## config.mk

```make
export PLATFORM = sky130hd
export DESIGN_NAME = aud_rx_top
export DESIGN_NICKNAME = d
export VERILOG_FILES = /design/src/rtl/aud_rx_pkg.sv /design/src/rtl/aud_rx_sync.sv /design/src/rtl/aud_rx_shift.sv /design/src/rtl/aud_rx_pair.sv /design/src/rtl/aud_rx_top.sv
export SDC_FILE = /design/constraint.sdc
export NUM_CORES = 1
export LEC_CHECK = 0
export BUFFER_PORTS_ARGS = -buffer_cell sky130_fd_sc_hd__buf_2
export CORE_MARGIN = 2
export CORE_UTILIZATION = 26
export CTS_BUF_LIST = sky130_fd_sc_hd__clkbuf_8
export DETAILED_ROUTE_END_ITERATION = 10
export PLACE_DENSITY = 0.44
export SLEW_MARGIN = 5
export SYNTH_ARGS = -nofsm -noshare
export SYNTH_HDL_FRONTEND = slang
export SYNTH_HIERARCHICAL = 1
export SYNTH_SLANG_ARGS = --single-unit
```

## constraint.sdc

```tcl
create_clock -name clk -period 6.9 [get_ports clk]
set_input_delay 1.035 -clock clk [delete_from_list [all_inputs] [get_ports clk]]
set_output_delay 1.035 -clock clk [all_outputs]
set_load 0.03 [all_outputs]
```

## src/rtl/aud_rx_pkg.sv

```systemverilog
package aud_rx_pkg;

    localparam int SAMPLE_W = 24;
    localparam int FMT_W    = 3;
    localparam int LEN_W    = 5;

    localparam logic [FMT_W-1:0] FMT_I2S24 = 3'b000;
    localparam logic [FMT_W-1:0] FMT_LJ24  = 3'b001;
    localparam logic [FMT_W-1:0] FMT_RJ24  = 3'b010;
    localparam logic [FMT_W-1:0] FMT_RJ20  = 3'b011;
    localparam logic [FMT_W-1:0] FMT_RJ18  = 3'b100;
    localparam logic [FMT_W-1:0] FMT_RJ16  = 3'b101;

    typedef enum logic [1:0] {
        FR_I2S = 2'd0,
        FR_LJ  = 2'd1,
        FR_RJ  = 2'd2
    } frame_e;

    typedef struct packed {
        frame_e           frame;
        logic [LEN_W-1:0] len;
    } fmt_cfg_t;

    typedef struct packed {
        logic                valid;
        logic                is_left;
        logic [SAMPLE_W-1:0] data;
    } word_t;

    function automatic fmt_cfg_t decode_fmt(input logic [FMT_W-1:0] code);
        fmt_cfg_t c;
        c.len = LEN_W'(SAMPLE_W);
        case (code)
            FMT_LJ24: c.frame = FR_LJ;
            FMT_RJ24: c.frame = FR_RJ;
            FMT_RJ20: begin c.frame = FR_RJ; c.len = LEN_W'(20); end
            FMT_RJ18: begin c.frame = FR_RJ; c.len = LEN_W'(18); end
            FMT_RJ16: begin c.frame = FR_RJ; c.len = LEN_W'(16); end
            default:  c.frame = FR_I2S;
        endcase
        return c;
    endfunction

    function automatic logic [SAMPLE_W-1:0] sign_extend(input logic [SAMPLE_W-1:0] raw,
                                                        input logic [LEN_W-1:0]    len);
        logic [SAMPLE_W-1:0] out;
        logic [LEN_W-1:0]    top;
        top = len - LEN_W'(1);
        for (int i = 0; i < SAMPLE_W; i++) begin
            out[i] = (LEN_W'(i) <= top) ? raw[i] : raw[top];
        end
        return out;
    endfunction

endpackage

```

## src/rtl/aud_rx_sync.sv

```systemverilog
module aud_rx_sync #(
    parameter int WIDTH  = 3,
    parameter int STAGES = 2
) (
    input  logic             clk,
    input  logic             rst,
    input  logic [WIDTH-1:0] din,
    output logic [WIDTH-1:0] dout
);
    logic [WIDTH-1:0] stage_q [STAGES];

    always_ff @(posedge clk) begin
        if (rst) stage_q[0] <= '0;
        else     stage_q[0] <= din;
    end

    for (genvar s = 1; s < STAGES; s++) begin : g_stage
        always_ff @(posedge clk) begin
            if (rst) stage_q[s] <= '0;
            else     stage_q[s] <= stage_q[s-1];
        end
    end

    assign dout = stage_q[STAGES-1];
endmodule

```

## src/rtl/aud_rx_shift.sv

```systemverilog
module aud_rx_shift
    import aud_rx_pkg::*;
#(
    parameter int MAX_SLOT = 64
) (
    input  logic     clk,
    input  logic     rst,
    input  logic     rise,
    input  logic     lr,
    input  logic     din,
    input  fmt_cfg_t cfg,
    output word_t    word_o
);
    localparam int CNT_W = $clog2(MAX_SLOT);
    localparam logic [CNT_W-1:0] CNT_MAX  = {CNT_W{1'b1}};
    localparam logic [CNT_W-1:0] CNT_DONE = CNT_W'(SAMPLE_W);

    logic                primed_q;
    logic                started_q;
    logic                lr_prev_q;
    logic [CNT_W-1:0]    cnt_q;
    logic [SAMPLE_W-1:0] sr_q;

    logic                chg;
    logic [CNT_W-1:0]    cnt_nx;
    logic [SAMPLE_W-1:0] sr_nx;
    word_t               word_nx;

    always_comb begin
        chg   = primed_q && (lr != lr_prev_q);
        sr_nx = {sr_q[SAMPLE_W-2:0], din};
        if (chg)                  cnt_nx = (cfg.frame == FR_LJ) ? CNT_W'(1) : '0;
        else if (cnt_q == CNT_MAX) cnt_nx = CNT_MAX;
        else                      cnt_nx = cnt_q + CNT_W'(1);

        word_nx = '0;
        if (rise) begin
            if (cfg.frame == FR_RJ) begin
                // word ends at the transition: previous bits are the sample
                word_nx.valid   = chg && started_q;
                word_nx.is_left = lr_prev_q;
                word_nx.data    = sign_extend(sr_q, cfg.len);
            end else begin
                word_nx.valid   = (cnt_nx == CNT_DONE);
                word_nx.is_left = (cfg.frame == FR_LJ) ? lr : ~lr;
                word_nx.data    = sr_nx;
            end
        end
    end

    always_ff @(posedge clk) begin
        if (rst) begin
            primed_q  <= 1'b0;
            started_q <= 1'b0;
            lr_prev_q <= 1'b0;
            cnt_q     <= CNT_MAX;
            sr_q      <= '0;
            word_o    <= '0;
        end else begin
            word_o <= word_nx;
            if (rise) begin
                primed_q  <= 1'b1;
                lr_prev_q <= lr;
                sr_q      <= sr_nx;
                cnt_q     <= cnt_nx;
                if (chg) started_q <= 1'b1;
            end
        end
    end
endmodule

```

## src/rtl/aud_rx_pair.sv

```systemverilog
module aud_rx_pair
    import aud_rx_pkg::*;
(
    input  logic                clk,
    input  logic                rst,
    input  word_t               word_i,
    output logic [SAMPLE_W-1:0] left_o,
    output logic [SAMPLE_W-1:0] right_o,
    output logic                valid_o
);
    logic [SAMPLE_W-1:0] left_hold_q;
    logic                have_left_q;

    always_ff @(posedge clk) begin
        if (rst) begin
            left_hold_q <= '0;
            have_left_q <= 1'b0;
            left_o      <= '0;
            right_o     <= '0;
            valid_o     <= 1'b0;
        end else begin
            valid_o <= 1'b0;
            if (word_i.valid) begin
                if (word_i.is_left) begin
                    left_hold_q <= word_i.data;
                    have_left_q <= 1'b1;
                end else if (have_left_q) begin
                    left_o      <= left_hold_q;
                    right_o     <= word_i.data;
                    valid_o     <= 1'b1;
                    have_left_q <= 1'b0;
                end
            end
        end
    end
endmodule

```

## src/rtl/aud_rx_top.sv

```systemverilog
module aud_rx_top
    import aud_rx_pkg::*;
#(
    parameter int SYNC_STAGES = 2,
    parameter int MAX_SLOT    = 64
) (
    input  logic                clk,
    input  logic                rst,
    input  logic                fmt_wr_i,
    input  logic [FMT_W-1:0]    fmt_i,
    input  logic                bck_i,
    input  logic                lrck_i,
    input  logic                sdata_i,
    output logic [SAMPLE_W-1:0] left_o,
    output logic [SAMPLE_W-1:0] right_o,
    output logic                valid_o
);
    logic [FMT_W-1:0] fmt_q;
    logic [2:0]       pins_s;
    logic             bck_s, lr_s, dat_s;
    logic             bck_q;
    logic             bck_rise;
    fmt_cfg_t         cfg;
    word_t            word;

    always_ff @(posedge clk) begin
        if (rst)           fmt_q <= FMT_I2S24;
        else if (fmt_wr_i) fmt_q <= fmt_i;
    end

    assign cfg = decode_fmt(fmt_q);

    aud_rx_sync #(.WIDTH(3), .STAGES(SYNC_STAGES)) sync_i (
        .clk  (clk),
        .rst  (rst),
        .din  ({bck_i, lrck_i, sdata_i}),
        .dout (pins_s)
    );

    assign {bck_s, lr_s, dat_s} = pins_s;

    always_ff @(posedge clk) begin
        if (rst) bck_q <= 1'b0;
        else     bck_q <= bck_s;
    end

    assign bck_rise = bck_s & ~bck_q;

    aud_rx_shift #(.MAX_SLOT(MAX_SLOT)) shift_i (
        .clk    (clk),
        .rst    (rst),
        .rise   (bck_rise),
        .lr     (lr_s),
        .din    (dat_s),
        .cfg    (cfg),
        .word_o (word)
    );

    aud_rx_pair pair_i (
        .clk     (clk),
        .rst     (rst),
        .word_i  (word),
        .left_o  (left_o),
        .right_o (right_o),
        .valid_o (valid_o)
    );
endmodule

```

==> results of run 1 <==
## cell usage in the layout, fill, tap and decap left out, drive strengths merged, types with 5 or more instances in the layout
cell type | synthesis | routed
mux2i | 82 | 82
conb | 2 | 7
inv | 9 | 16
nand3 | 35 | 35
o21ai | 41 | 41
or2 | 8 | 8
nor4 | 5 | 5
nor2b | 14 | 14
a31oi | 6 | 6
dfxtp | 143 | 143
nand2 | 15 | 15
o21bai | 7 | 7
buf | 23 | 64
a21bo | 24 | 24
nor2 | 52 | 52
a21oi | 37 | 37
ha | 5 | 5
nor3 | 16 | 16
mux4 | 5 | 5
clkbuf | 38 | 17
a211oi | 20 | 20
nand2b | 101 | 101
## synthesized netlist by cell type, types with 3 or more instances
master	instances
sky130_fd_sc_hd__ha_1	5
sky130_fd_sc_hd__dfxtp_1	143
sky130_fd_sc_hd__nor2b_1	14
sky130_fd_sc_hd__a21oi_1	37
sky130_fd_sc_hd__nand2_1	15
sky130_fd_sc_hd__o21ai_0	41
sky130_fd_sc_hd__o31ai_1	3
sky130_fd_sc_hd__buf_2	12
sky130_fd_sc_hd__nor4_1	5
sky130_fd_sc_hd__and2_1	4
sky130_fd_sc_hd__a211o_1	3
sky130_fd_sc_hd__clkbuf_1	38
sky130_fd_sc_hd__a31oi_1	6
sky130_fd_sc_hd__mux4_2	5
sky130_fd_sc_hd__buf_1	5
sky130_fd_sc_hd__a21bo_1	5
sky130_fd_sc_hd__a211oi_2	10
sky130_fd_sc_hd__buf_6	3
sky130_fd_sc_hd__nand2b_1	101
sky130_fd_sc_hd__a21bo_2	19
sky130_fd_sc_hd__xor2_1	3
sky130_fd_sc_hd__mux2i_1	82
sky130_fd_sc_hd__inv_1	9
sky130_fd_sc_hd__or2_2	6
sky130_fd_sc_hd__o21bai_1	7
sky130_fd_sc_hd__xnor2_1	3
sky130_fd_sc_hd__nor3_1	15
sky130_fd_sc_hd__nor2_1	51
sky130_fd_sc_hd__nand3_1	35
sky130_fd_sc_hd__a211oi_1	10
sky130_fd_sc_hd__o21a_1	3
sky130_fd_sc_hd__a32oi_1	3
## routing by layer
layer / global-route usage / share of wire / up-vias
met5: 0 / 0 / -
met4: 0.0423 / 0.014 / 0
met3: 0.0312 / 0.037 / 16
met2: 0.183 / 0.43 / 110
met1: 0.182 / 0.52 / 2480
li1: - / - / 2679
## area by class of cell
cell class	instances	area, sq um	share of cell area
multi-input combinational	541	3810	0.482
sequential	143	2860	0.362
tap	335	419	0.0530
timing repair buffer	64	340	0.0430
clock buffer	17	234	0.0296
clock inverter	15	205	0.0259
inverter	9	33.8	0.00427
## report_power, final
part	switching [mW]	total, mW	internal [mW]
combinational	0.0937	0.148	0.0542
clock	0.363	0.763	0.400
sequential	0.00560	0.836	0.831
## sequential cells by signal (all words and copies together), names as in the netlist
name,flops
shift_i/word_o,26
pair_i/right_o,24
shift_i/primed_q,1
shift_i/lr_prev_q,1
pair_i/have_left_q,1
shift_i/started_q,1
shift_i/cnt_q,6
sync_i/stage_q,6
bck_q,1
pair_i/left_o,24
shift_i/sr_q,24
fmt_q,3
pair_i/left_hold_q,24
pair_i/valid_o,1
## kinds of logic after synthesis
group	after synthesis	share of synthesized area
compound gates	168	0.176
xor+xnor	6	0.00754
fa+ha+maj	5	0.00898
buf+inv	70	0.0458
flops	143	0.411
mux	91	0.140
other cells	2	0.00108
simple gates	264	0.210
## per-stage QoR
| stage | instances | area, sq um | utilization | power (mW) | setup slack (ns) |
|---|---|---|---|---|---|
| 4_1_cts | 1124 | 7910 | 0.302 | 1.78 | 2.85 |
| 2_1_floorplan | 754 | 6990 | - | 0.973 | 3.65 |
| 3_5_place_dp | 1092 | 7470 | 0.285 | 1.00 | 2.87 |
| 3_3_place_gp | 1092 | 7470 | 0.285 | 1.00 | 2.98 |
| 6_report | 1124 | 7910 | 0.302 | 1.75 | 2.84 |
| 5_1_grt | 1124 | 7910 | 0.302 | 1.83 | 2.64 |
## how the worst max path moves through the flow
stage                     startpoint                       endpoint  slack (ns)  cells past startpoint
6_report       fmt_q[1]$_SDFFE_PP0P_  shift_i/word_o[11]$_SDFF_PP0_        2.84                     10
5_1_grt        fmt_q[1]$_SDFFE_PP0P_  shift_i/word_o[11]$_SDFF_PP0_        2.64                     10
4_1_cts        fmt_q[1]$_SDFFE_PP0P_  shift_i/word_o[11]$_SDFF_PP0_        2.85                     10
3_5_place_dp   fmt_q[1]$_SDFFE_PP0P_  shift_i/word_o[11]$_SDFF_PP0_        2.87                     10
3_3_place_gp   fmt_q[1]$_SDFFE_PP0P_  shift_i/word_o[11]$_SDFF_PP0_        2.98                     10
2_1_floorplan  fmt_q[1]$_SDFFE_PP0P_   shift_i/word_o[9]$_SDFF_PP0_        3.65                     13
==> run summary, run 1 <==
In this run the most critical hold path is launched from sync_i/stage_q[0][2]$_SDFF_PP0_. The per-cell routed wire length was 15.4 um. The maximum VDD drop was 95.3 uV.

TritonCTS built the clock tree. Data arrives at the worst endpoint at 4.35 ns. The post-synthesis async set-or-reset flop share was 0; the combined global-route utilization of all metal layers was 0.126. Final critical-path share of the clock period: 0.588. The total of buffers placed on input and output ports came out at 57. Worst min-delay path category: register to register. Synthesis inferred 143 register bits.

The run gives 2 as the maximum root-to-sink buffer count. A synthesized cell averages 9.30 sq um. Relative to the synthesized area, the layout overhead comes to 13.5%. The net total in the final layout is 790. The number of global-route vias before repair came out at 5008. Power density relative to cell area: 221 nW/um^2. The first TritonRoute pass finished after 5 iterations. The die is 168 um wide. In this run, synthesis inferred 0 flip-flops with an integrated enable. The top-area cell type share of the netlist area came out at 0.411. Maximum fanout along the worst path: 20.

The total grt overflow is 0, and the sequential area share after synthesis is 0.411. In the routed design, unresolved DRC markers number 0. Routability-driven placement finished with a final weighted congestion of 0.865.

The filler cells instantiated in the layout total 2755. The number of max-slew violations in the final report is 0, and the die span in y is 168 um. Adding up every negative setup slack in the final design gives 0 ns. After floorplanning, the core was sized to cover 26200 sq um. The routed layout has 5285 vias. The critical path contains buffers and inverters numbering 2 combined. For this run, the slowest stage of the critical path takes 0.77 ns. The tool flagged a number of max-cap violations equal to 0. Summed over all instances, the cell type with the most area after synthesis is sky130_fd_sc_hd__dfxtp_1. The tools report the number of rows in the core area as 59. Synthesis instantiated 68 different standard cells from the library. The number of CTS-inserted buffers was 17; the number of vias per cell was 4.70. The worst hold path depth was 1.

The hold buffer count at cts was 0; the number of H-tree levels was 4. STA classifies the critical path startpoint as a register. The transition time of the tightest slew-check pin was 1.06 ns; the die area was 28100 sq um.

The number of antenna violations at the first check in global routing came out at 0. Dominant delay contributor by cell family on the critical path: simple AND/OR/NAND/NOR gates. The cell at the root of the clock tree was sky130_fd_sc_hd__clkbuf_8. The critical path goes through inv_1 -> ha_1 -> and4bb_2 -> inv_1 -> ha_1 -> mux2_1 -> mux4_2 -> o21a_4 -> nor3_4 -> a211oi_1.

Counting every instance in the synthesized netlist gives 749. Entering global routing, the biggest net connects 111 pins. During synthesis, Yosys emitted a total of 6 warnings. The analysis attributes to cell leakage a power of 2.82 nW. The flow ran to the end, and the final reports show no timing, DRC or antenna violations. The slack of the worst reg-to-reg path came out at 2.84 ns.

The post-layout minimum cycle time works out to 4.06 ns. The share of final-layout standard cells stronger than drive strength 1 is 0.188. The tools report the number of ports placed on the die boundary as 58.

The wire length of the first global-routing pass is 28.3 mm, and the initial core utilization is 0.266. The clock-pin slew of the registers on the worst-case setup and hold paths is 0.08 ns. Post-CTS timing repair inserted 0 buffers for setup. The count of nets left with antenna violations once routing finished came out at 0.

On the final layout, the worst clock skew is 0.0164 ns. The clock drives 143 sinks. The mapped cell area is 6970 sq um. Worst path required time: 7.20 ns. Clock latency reported for the late side of the worst-skew pair: 0.46 ns.

For this run, the leading register cell type out of synthesis is sky130_fd_sc_hd__dfxtp_1. Summed over all nets, the half-perimeter wirelength after detailed placement is 11.5 mm. The number of hold violations in the final report is 0, and the antenna diode count is 0.

The end point of the most critical hold path is sync_i/stage_q[1][2]$_SDFF_PP0_. After clock tree synthesis, the repair step resized 0 gates. The final layout contains routed wiring with a total length of 17.3 mm. For this design, the slowest cell found on the critical path is sky130_fd_sc_hd__ha_1. Derived from the worst setup path, the maximum achievable clock frequency is 247 MHz.

Setup violations remaining at the end of the flow were counted as 0. For the worst flop-to-flop path, the logic depth is 10. The tools report the worst relative slew slack as 0.291. The worst setup path is captured at a register. The origin of the critical flop-to-flop path is fmt_q[1]$_SDFFE_PP0P_. By area the synthesized netlist is led by sky130_fd_sc_hd__dfxtp_1 (41%), sky130_fd_sc_hd__mux2i_1 (12%), sky130_fd_sc_hd__nand2b_1 (9.1%). Critical path class: register to register. Setup repair after global routing left no endpoint under its margin. The endpoint of the worst register-to-register path was shift_i/word_o[11]$_SDFF_PP0_. The logs give 0.440 ns for the worst hold margin and 378 for the starting DRC count in detailed routing.
No activity file was read; power rests on OpenSTA's default activity.
==> inputs of run 2 (changes only) <==
--- a/config.mk
+++ b/config.mk
@@ -5,6 +5,7 @@
 export SDC_FILE = /design/constraint.sdc
 export NUM_CORES = 1
 export LEC_CHECK = 0
+export ABC_AREA = 1
 export BUFFER_PORTS_ARGS = -buffer_cell sky130_fd_sc_hd__buf_2
 export CORE_MARGIN = 2
 export CORE_UTILIZATION = 26
==> constraint.sdc (replaced) <==
create_clock -name clk -period 4 [get_ports clk]
set_input_delay 0.6 -clock clk [delete_from_list [all_inputs] [get_ports clk]]
set_output_delay 0.6 -clock clk [all_outputs]
set_load 0.03 [all_outputs]
==> run summary, run 2 <==
The die area was 25900 sq um (-8.0%); the total area of sequential cells was 2860 sq um (unchanged). The critical path's largest stage delay is 0.48 ns (-0.29 ns). TritonCTS built the clock tree. The number of global-route vias before repair is 5189 (+3.6%), and the worst path required time is 4.34 ns (-2.86 ns). The area used by multi-input combinational logic is 2910 sq um (-24%). STA classifies the critical path startpoint as a register. The per-cell routed wire length was 12.2 um (-21%); the number of sinks driven by the clock tree was 143 (unchanged). The most frequently used cell type in the post-synthesis netlist was sky130_fd_sc_hd__nand2_1. The worst relative slew slack came out at 0.459 (+0.168). By area the synthesized netlist is led by sky130_fd_sc_hd__dfxtp_1 (45%), sky130_fd_sc_hd__nand2_1 (14%), sky130_fd_sc_hd__nor2_1 (11%). The critical path goes through ha_1 -> nand2_1 -> nor3_1 -> inv_1 -> ha_1 -> inv_1 -> nand2_1 -> nand2_1 -> nand2_1 -> nand2_1 -> nand2_1 -> nand3_1 -> o21ai_0 -> a21oi_1. The top-area cell type share of the netlist area is 0.448 (+0.0369). The library cells used most frequently in the layout, excluding fill and tap cells, are sky130_fd_sc_hd__nand2_1 (242), sky130_fd_sc_hd__nor2_1 (184), sky130_fd_sc_hd__dfxtp_1 (143). The run gives 0 (unchanged) as the number of antenna violations at the first check in global routing. The tools report the count of buffers added by post-CTS timing repair for setup as 0 (unchanged). Standby leakage power: 3.60 nW (+28%). The number of hold violations in the final report is 0 (unchanged), and the number of enable flip-flop cells after synthesis is 0 (unchanged).

The die span in y was 161 um (-4.1%); the largest net degree at the start of global routing was 64 (-42%). The logs give 0 (unchanged) for the number of max-slew violations in the final report and 10.8 mm (-6.2%) for the HPWL after detailed placement. Combined global-route utilization of all metal layers: 0.129 (+0.00239). The sequential area share after synthesis came out at 0.448 (+0.0369). The Yosys warning count is 6 (unchanged), and the clock-pin slew of the registers on the worst-case setup and hold paths is 0.09 ns (about the same). The pre-CTS worst setup slack was 0.936 ns (-1.93 ns).

The critical path is of the register to register type. The wire length of the first global-routing pass is 26.8 mm (-5.6%), and the post-layout minimum cycle time is 3.08 ns (-0.971 ns). Setup repair after global routing left no endpoint under its margin.

The unique cell type count in the Yosys netlist was 37 (-46%); the worst endpoint data arrival time was 3.42 ns (-0.93 ns). The transition time of the tightest slew-check pin is 0.810 ns (-0.251 ns), and the detailed-route wire length is 16.2 mm (-6.8%). Post-synthesis sequential element count: 143 (unchanged). The register name with the most flops was shift_i/word_o. The logs give 0.866 (+0.16%) for the placer congestion estimate and 1330 (+18%) for the number of standard cells in the layout, taps in and fillers out. The run gives 324 MHz (+31%) as the maximum operating frequency.

The number of ports placed on the die boundary came out at 58 (unchanged). The hold buffer count at cts is 0 (unchanged), and the post-cts repair resize count is 0 (unchanged). The power after layout was 2.92 mW (+67%).

Compared with the post-synthesis result, the final layout area differs by 14.8%. The final critical-path share of the clock period works out to 0.771 (+0.183). First-pass iteration count of the detailed router: 4 (-1). The worst setup path is captured at a register. Number of rows in the core area: 57 (-3.4%). The initial core utilization was 0.264 (-0.00221). Counting stages on the worst path, the most repeated cell is sky130_fd_sc_hd__nand2_1.

For this design, the slowest cell found on the critical path is sky130_fd_sc_hd__ha_1. The number of buffers and inverters on the critical path was 2 (unchanged); the width of the die was 161 um (-4.1%). The mean instance size in the synthesized netlist was 6.75 sq um (-27%).

The maximum fanout along the worst path is 12 (-40%). Maximum root-to-sink buffer count: 2 (unchanged). In this run the worst hold path is classified as input port to register.

Share of final-layout standard cells stronger than drive strength 1: 0.139 (-0.0484). Post-synthesis async set-or-reset flop share: 0 (unchanged). The tools report the area of the core region as 24200 sq um (-7.5%). The total of buffers placed on input and output ports is 57 (unchanged), and the detailed-route DRC error count is 0 (unchanged). The tools report the count of filler cells inserted in the layout as 2755 (unchanged).

The max capacitance violation total is 0 (unchanged), and the starting DRC count in detailed routing is 272 (-28%). The logs give 0.915 ns (-1.93 ns) for the final worst setup slack and 5539 (+4.8%) for the number of vias in the routed layout. The power density relative to cell area works out to 398 nW/um^2 (+80%).

After synthesis, the most frequently instantiated cells are sky130_fd_sc_hd__nand2_1 (242), sky130_fd_sc_hd__nor2_1 (185), sky130_fd_sc_hd__dfxtp_1 (143). The number of failing setup endpoints in the final timing report was 0 (unchanged). The maximum VDD drop was 162 uV (+70%); the number of H-tree levels was 4 (unchanged). The largest clock skew in the final design was 0.0172 ns (+0.000811 ns); the number of vias per cell was 4.16 (-11%). The net total in the final layout came out at 1007 (+27%). Number of CTS-inserted buffers: 17 (unchanged). Library cell occupying the most area in the post-synthesis netlist: sky130_fd_sc_hd__dfxtp_1. For the number of placed instances, taps included, the log shows 1298 (+19%).

The total grt overflow is 0 (unchanged). The flip-flop count of the largest register, all copies and words added was 26 (unchanged). The cell at the root of the clock tree is sky130_fd_sc_hd__clkbuf_8. For the mapped cell area, the log shows 6390 sq um (-8.2%). The run gives 0.46 ns (about the same) as the clock latency reported for the late side of the worst-skew pair. The run gives 0 (unchanged) as the antenna diode count. The run finished with clean final reports.

The tools report the number of nets with antenna violations after routing as 0 (unchanged). The count of mapped cells out of synthesis was 947 (+26%). Leading cell type in the layout, fill and taps excluded: sky130_fd_sc_hd__nand2_1. In this design, the largest share of critical-path delay is due to simple AND/OR/NAND/NOR gates. The total negative slack came out at 0 ns (unchanged). In the synthesized netlist the dominant register cell turns out to be sky130_fd_sc_hd__dfxtp_1.
[run 2: cell types whose count changed after synthesis, sizes merged, moves of 20 or more]
cell    previous run  this run
nand2b           101         0
a21oi             37        69
nand2             15       257
inv                9       113
a211oi            20         0
nor2              52       191
o21ai             41        87
a21bo             24         0
mux2i             82         0
[run 2: cells by family after synthesis]
logic type      synth area share
compound gates             0.140
xor+xnor                 0.00274
fa+ha+maj                0.00978
buf+inv                    0.103
flops                      0.448
other cells              0.00117
simple gates               0.296
[run 2: cell type report]
type	instances	area share
clock buffers	17	0.0319
clock inverters	15	0.0203
inverters	114	0.0583
multi-input cells	651	0.396
flip-flops and latches	143	0.390
well taps	324	0.0552
repair buffers	66	0.0481
[run 2: where the power goes]
group	total [mW]	leakage [nW]	switching (mW)	internal, mW
Combinational	0.303	2.25	0.216	0.0878
Clock	1.15	0.196	0.639	0.513
Sequential	1.47	1.16	0.0201	1.45
[run 2: worst reg2reg max path, cell delays in order (launching register included)]
cell and delay [ns]:
sky130_fd_sc_hd__dfxtp_1 0.41, sky130_fd_sc_hd__ha_1 0.20, sky130_fd_sc_hd__nand2_1 0.06, sky130_fd_sc_hd__nor3_1 0.32, sky130_fd_sc_hd__inv_1 0.12, sky130_fd_sc_hd__ha_1 0.48
sky130_fd_sc_hd__inv_1 0.19, sky130_fd_sc_hd__nand2_1 0.10, sky130_fd_sc_hd__nand2_1 0.05, sky130_fd_sc_hd__nand2_1 0.05, sky130_fd_sc_hd__nand2_1 0.05, sky130_fd_sc_hd__nand2_1 0.07
sky130_fd_sc_hd__nand3_1 0.43, sky130_fd_sc_hd__o21ai_0 0.35, sky130_fd_sc_hd__a21oi_1 0.10
[run 2: per-stage QoR]
stage                     hold WS, ns  area (sq um)  utilization
final                           0.344          7340        0.303
after global routing            0.320          7340        0.303
after CTS                       0.300          7340        0.303
after detailed placement        0.396          6960        0.287
after global placement          0.395          6960        0.287
after floorplan                 0.388          6420            -
[run 2: worst paths after layout]
path                              startpoint                               to  slack, ns  cells after the start
max                    fmt_q[2]$_SDFFE_PP0P_     shift_i/word_o[4]$_SDFF_PP0_       0.92                     14
min                                    bck_i  sync_i/stage_q[0][2]$_SDFF_PP0_       0.34                      3
max reg2reg            fmt_q[2]$_SDFFE_PP0P_     shift_i/word_o[4]$_SDFF_PP0_       0.92                     14
min reg2reg  sync_i/stage_q[0][1]$_SDFF_PP0_  sync_i/stage_q[1][1]$_SDFF_PP0_       0.40                      2
[run 2: per-layer routing]
metal / up-vias / routed length [um] / track usage
met2: 64 / 7350 / 0.212
met3: 11 / 436 / 0.0310
met4: 0 / 166 / 0.0373
met5: - / 0 / 0
li1: 3005 / - / -
met1: 2459 / 8220 / 0.168
==> inputs of run 3 (changes only) <==
==> constraint.sdc (replaced) <==
create_clock -name clk -period 2.9 [get_ports clk]
set_input_delay 0.435 -clock clk [delete_from_list [all_inputs] [get_ports clk]]
set_output_delay 0.435 -clock clk [all_outputs]
set_load 0.03 [all_outputs]
==> run summary, run 3 (synthesized netlist as in run 2, its figures left out) <==
The die area was 25900 sq um (unchanged). The starting DRC count in detailed routing is 306 (+13%), and the number of ports placed on the die boundary is 58 (unchanged). For the maximum root-to-sink buffer count, the log shows 2 (unchanged).

The number of global-route vias before repair was 5216 (+0.52%); the number of failing setup endpoints in the final timing report was 0 (unchanged). The cell sitting at the root of the clock tree is a sky130_fd_sc_hd__clkbuf_8. For the maximum VDD drop, the log shows 319 uV (+97%). Setup repair after global routing left no endpoint under its margin.

The number of H-tree levels was 4 (unchanged). The tools report the sort of element at the end of the critical path as a register. The critical path's largest stage delay works out to 0.41 ns (-0.07 ns). Source of the critical timing path: fmt_q[2]$_SDFFE_PP0P_.

The number of vias in the routed layout came out at 5576 (+0.67%). The number of standard cells in the layout, taps in and fillers out was 1335 (+0.38%). The tools report the area used by multi-input combinational logic as 2930 sq um (+0.77%). For the clock latency reported for the late side of the worst-skew pair, the log shows 0.46 ns (about the same).

The library cell used most frequently in the layout, excluding fill and tap cells, is sky130_fd_sc_hd__nand2_1. The power density relative to cell area was 557 nW/um^2 (+40%). The worst setup path is launched from a register. Walking the worst path, the cells encountered are ha_1 -> nand2_1 -> nor3_2 -> inv_1 -> ha_1 -> nand2_1 -> nand2_4 -> inv_1 -> nand2_1 -> nand3_1 -> nand2_1 -> nor2_1 -> buf_4 -> nand2_2 -> nand2_1 -> a21oi_2. The per-cell routed wire length is 12.3 um (+1.5%), and the total grt overflow is 0 (unchanged). The worst relative slew slack was 0.351 (-0.109); the initial core utilization was 0.264 (unchanged). Counting stages on the worst path, the most repeated cell is sky130_fd_sc_hd__nand2_1. TritonCTS built the clock tree. Fraction of power consumed by sequential logic: 0.490 (-0.012). The first-pass iteration count of the detailed router is 5 (+1), and the worst hold margin is 0.180 ns (-0.164 ns). The tools report the hold buffer count at cts as 0 (unchanged). The logs give 0.131 (+0.00179) for the combined global-route utilization of all metal layers and 1303 (+0.39%) for the number of placed instances, taps included. The width of the die works out to 161 um (unchanged). The transition time of the tightest slew-check pin was 0.974 ns (+0.164 ns); the number of vias per cell was 4.18 (+0.29%).

The area of the core region was 24200 sq um (unchanged). The register name with the most flops is shift_i/word_o. The run finished with clean final reports. The layout overhead on the synthesized area came out at 16.1%. The placed instance area was 6990 sq um (+0.54%). Library cell contributing the largest single delay on the critical path: sky130_fd_sc_hd__dfxtp_1.

The count of buffers added by post-CTS timing repair for setup was 0 (unchanged); the clock-pin slew of the registers on the worst-case setup and hold paths was 0.09 ns (about the same). The switching portion of total power came out at 0.294 (-0.00498). The number of buffers and inverters on the critical path is 3 (+1), and the worst endpoint data arrival time is 2.89 ns (-0.53 ns).

The part of the power in the clock network is 0.406 (+0.012), and the die span in y is 161 um (unchanged). For the placer congestion estimate, the log shows 0.834 (-3.6%). Critical path class: register to register. The max capacitance violation total was 0 (unchanged). The worst register-to-register path begins at fmt_q[2]$_SDFFE_PP0P_.

The run gives 27.2 mm (+1.6%) as the wire length of the first global-routing pass. The antenna diode count was 0 (unchanged); the maximum fanout along the worst path was 13 (+1). Worst path required time: 3.23 ns (-1.11 ns). The worst min-delay path category is input port to register. The switching power total was 1.22 mW (+39%); the total of buffers placed on input and output ports was 57 (unchanged). The logs give 98 (+53%) for the largest net degree at the start of global routing and 16.5 mm (+1.9%) for the detailed-route wire length. The number of max-slew violations in the final report came out at 0 (unchanged). The tools report the part of the power in combinational logic as 0.105 (about the same). The share of final-layout standard cells stronger than drive strength 1 is 0.145 (+0.00624).

The worst hold path begins at lrck_i. The largest clock skew in the final design is 0.0171 ns (-0.0000835 ns), and the detailed-route DRC error count is 0 (unchanged). The run gives 1012 (+0.50%) as the net total in the final layout. The cell family contributing the most delay on the critical path is simple AND/OR/NAND/NOR gates. The tools report the number of nets with antenna violations after routing as 0 (unchanged). The run gives 2860 sq um (unchanged) as the total area of sequential cells.

The HPWL after detailed placement came out at 10.8 mm (+0.27%). The final critical-path share of the clock period works out to 0.881 (+0.110). The tools report the number of CTS-inserted buffers as 17 (unchanged). The post-layout minimum cycle time came out at 2.56 ns (-0.529 ns). For the number of sinks driven by the clock tree, the log shows 143 (unchanged). The logs give 3.65 nW (+1.4%) for the standby leakage power and 1 (+1) for the post-cts repair resize count. Total non-filler cell area in the finished layout: 7420 sq um (+1.1%). The run gives 0 (unchanged) as the number of hold violations in the final report. The count of filler cells inserted in the layout came out at 2727 (-1.0%). Flip-flop count of the largest register, all copies and words added: 26 (unchanged). The maximum operating frequency was 391 MHz (+21%); the number of rows in the core area was 57 (unchanged). The internal power of the cells was 2.92 mW (+43%). In the layout the commonest cells are sky130_fd_sc_hd__nand2_1 (242), sky130_fd_sc_hd__nor2_1 (184), sky130_fd_sc_hd__dfxtp_1 (143). The number of antenna violations at the first check in global routing was 0 (unchanged).
-- run 3: worst paths after layout --
check                               endpoint  slack (ns)  cells past startpoint
max            shift_i/word_o[23]$_SDFF_PP0_        0.34                     16
min          sync_i/stage_q[0][1]$_SDFF_PP0_        0.18                      3
max reg2reg    shift_i/word_o[23]$_SDFF_PP0_        0.34                     16
min reg2reg  sync_i/stage_q[1][2]$_SDFF_PP0_        0.41                      2
-- run 3: area by class of cell --
type	count	share of cell area
well taps	324	0.0546
clock buffers	17	0.0315
repair buffers	71	0.0526
multi-input cells	651	0.395
clock inverters	15	0.0231
inverters	114	0.0577
flip-flops and latches	143	0.386
-- run 3: routing by layer --
layer  track usage  up-vias  share of wire
met2         0.206       78           0.44
met4        0.0394        0          0.011
met1         0.178     2475           0.51
met5             0        -              0
li1              -     3012              -
met3        0.0307       11          0.033
-- run 3: power by group through the flow --
stage	clock network, mW	logic, mW	registers [mW]
detailed placement	0	0.429	2.07
CTS	1.76	0.432	2.03
global placement	0	0.430	2.07
finish	1.68	0.434	2.03
global route	1.84	0.494	2.03
floorplan	0	0.327	2.06
-- run 3: stage by stage --
step / setup slack (ns) / setup TNS, ns / power (mW) / utilization
after floorplan: 0.494 / 0 / 2.39 / -
after global placement: 0.0287 / 0 / 2.50 / 0.288
after detailed placement: -0.0235 / -0.0235 / 2.50 / 0.288
after CTS: 0.154 / 0 / 4.21 / 0.305
after global routing: 0.0791 / 0 / 4.37 / 0.306
final: 0.344 / 0 / 4.14 / 0.306
-- run 3: worst min-delay path, cell delays in order --
cell and delay (ns):
sky130_fd_sc_hd__buf_2 0.09, sky130_fd_sc_hd__inv_1 0.04, sky130_fd_sc_hd__nor2_1 0.03
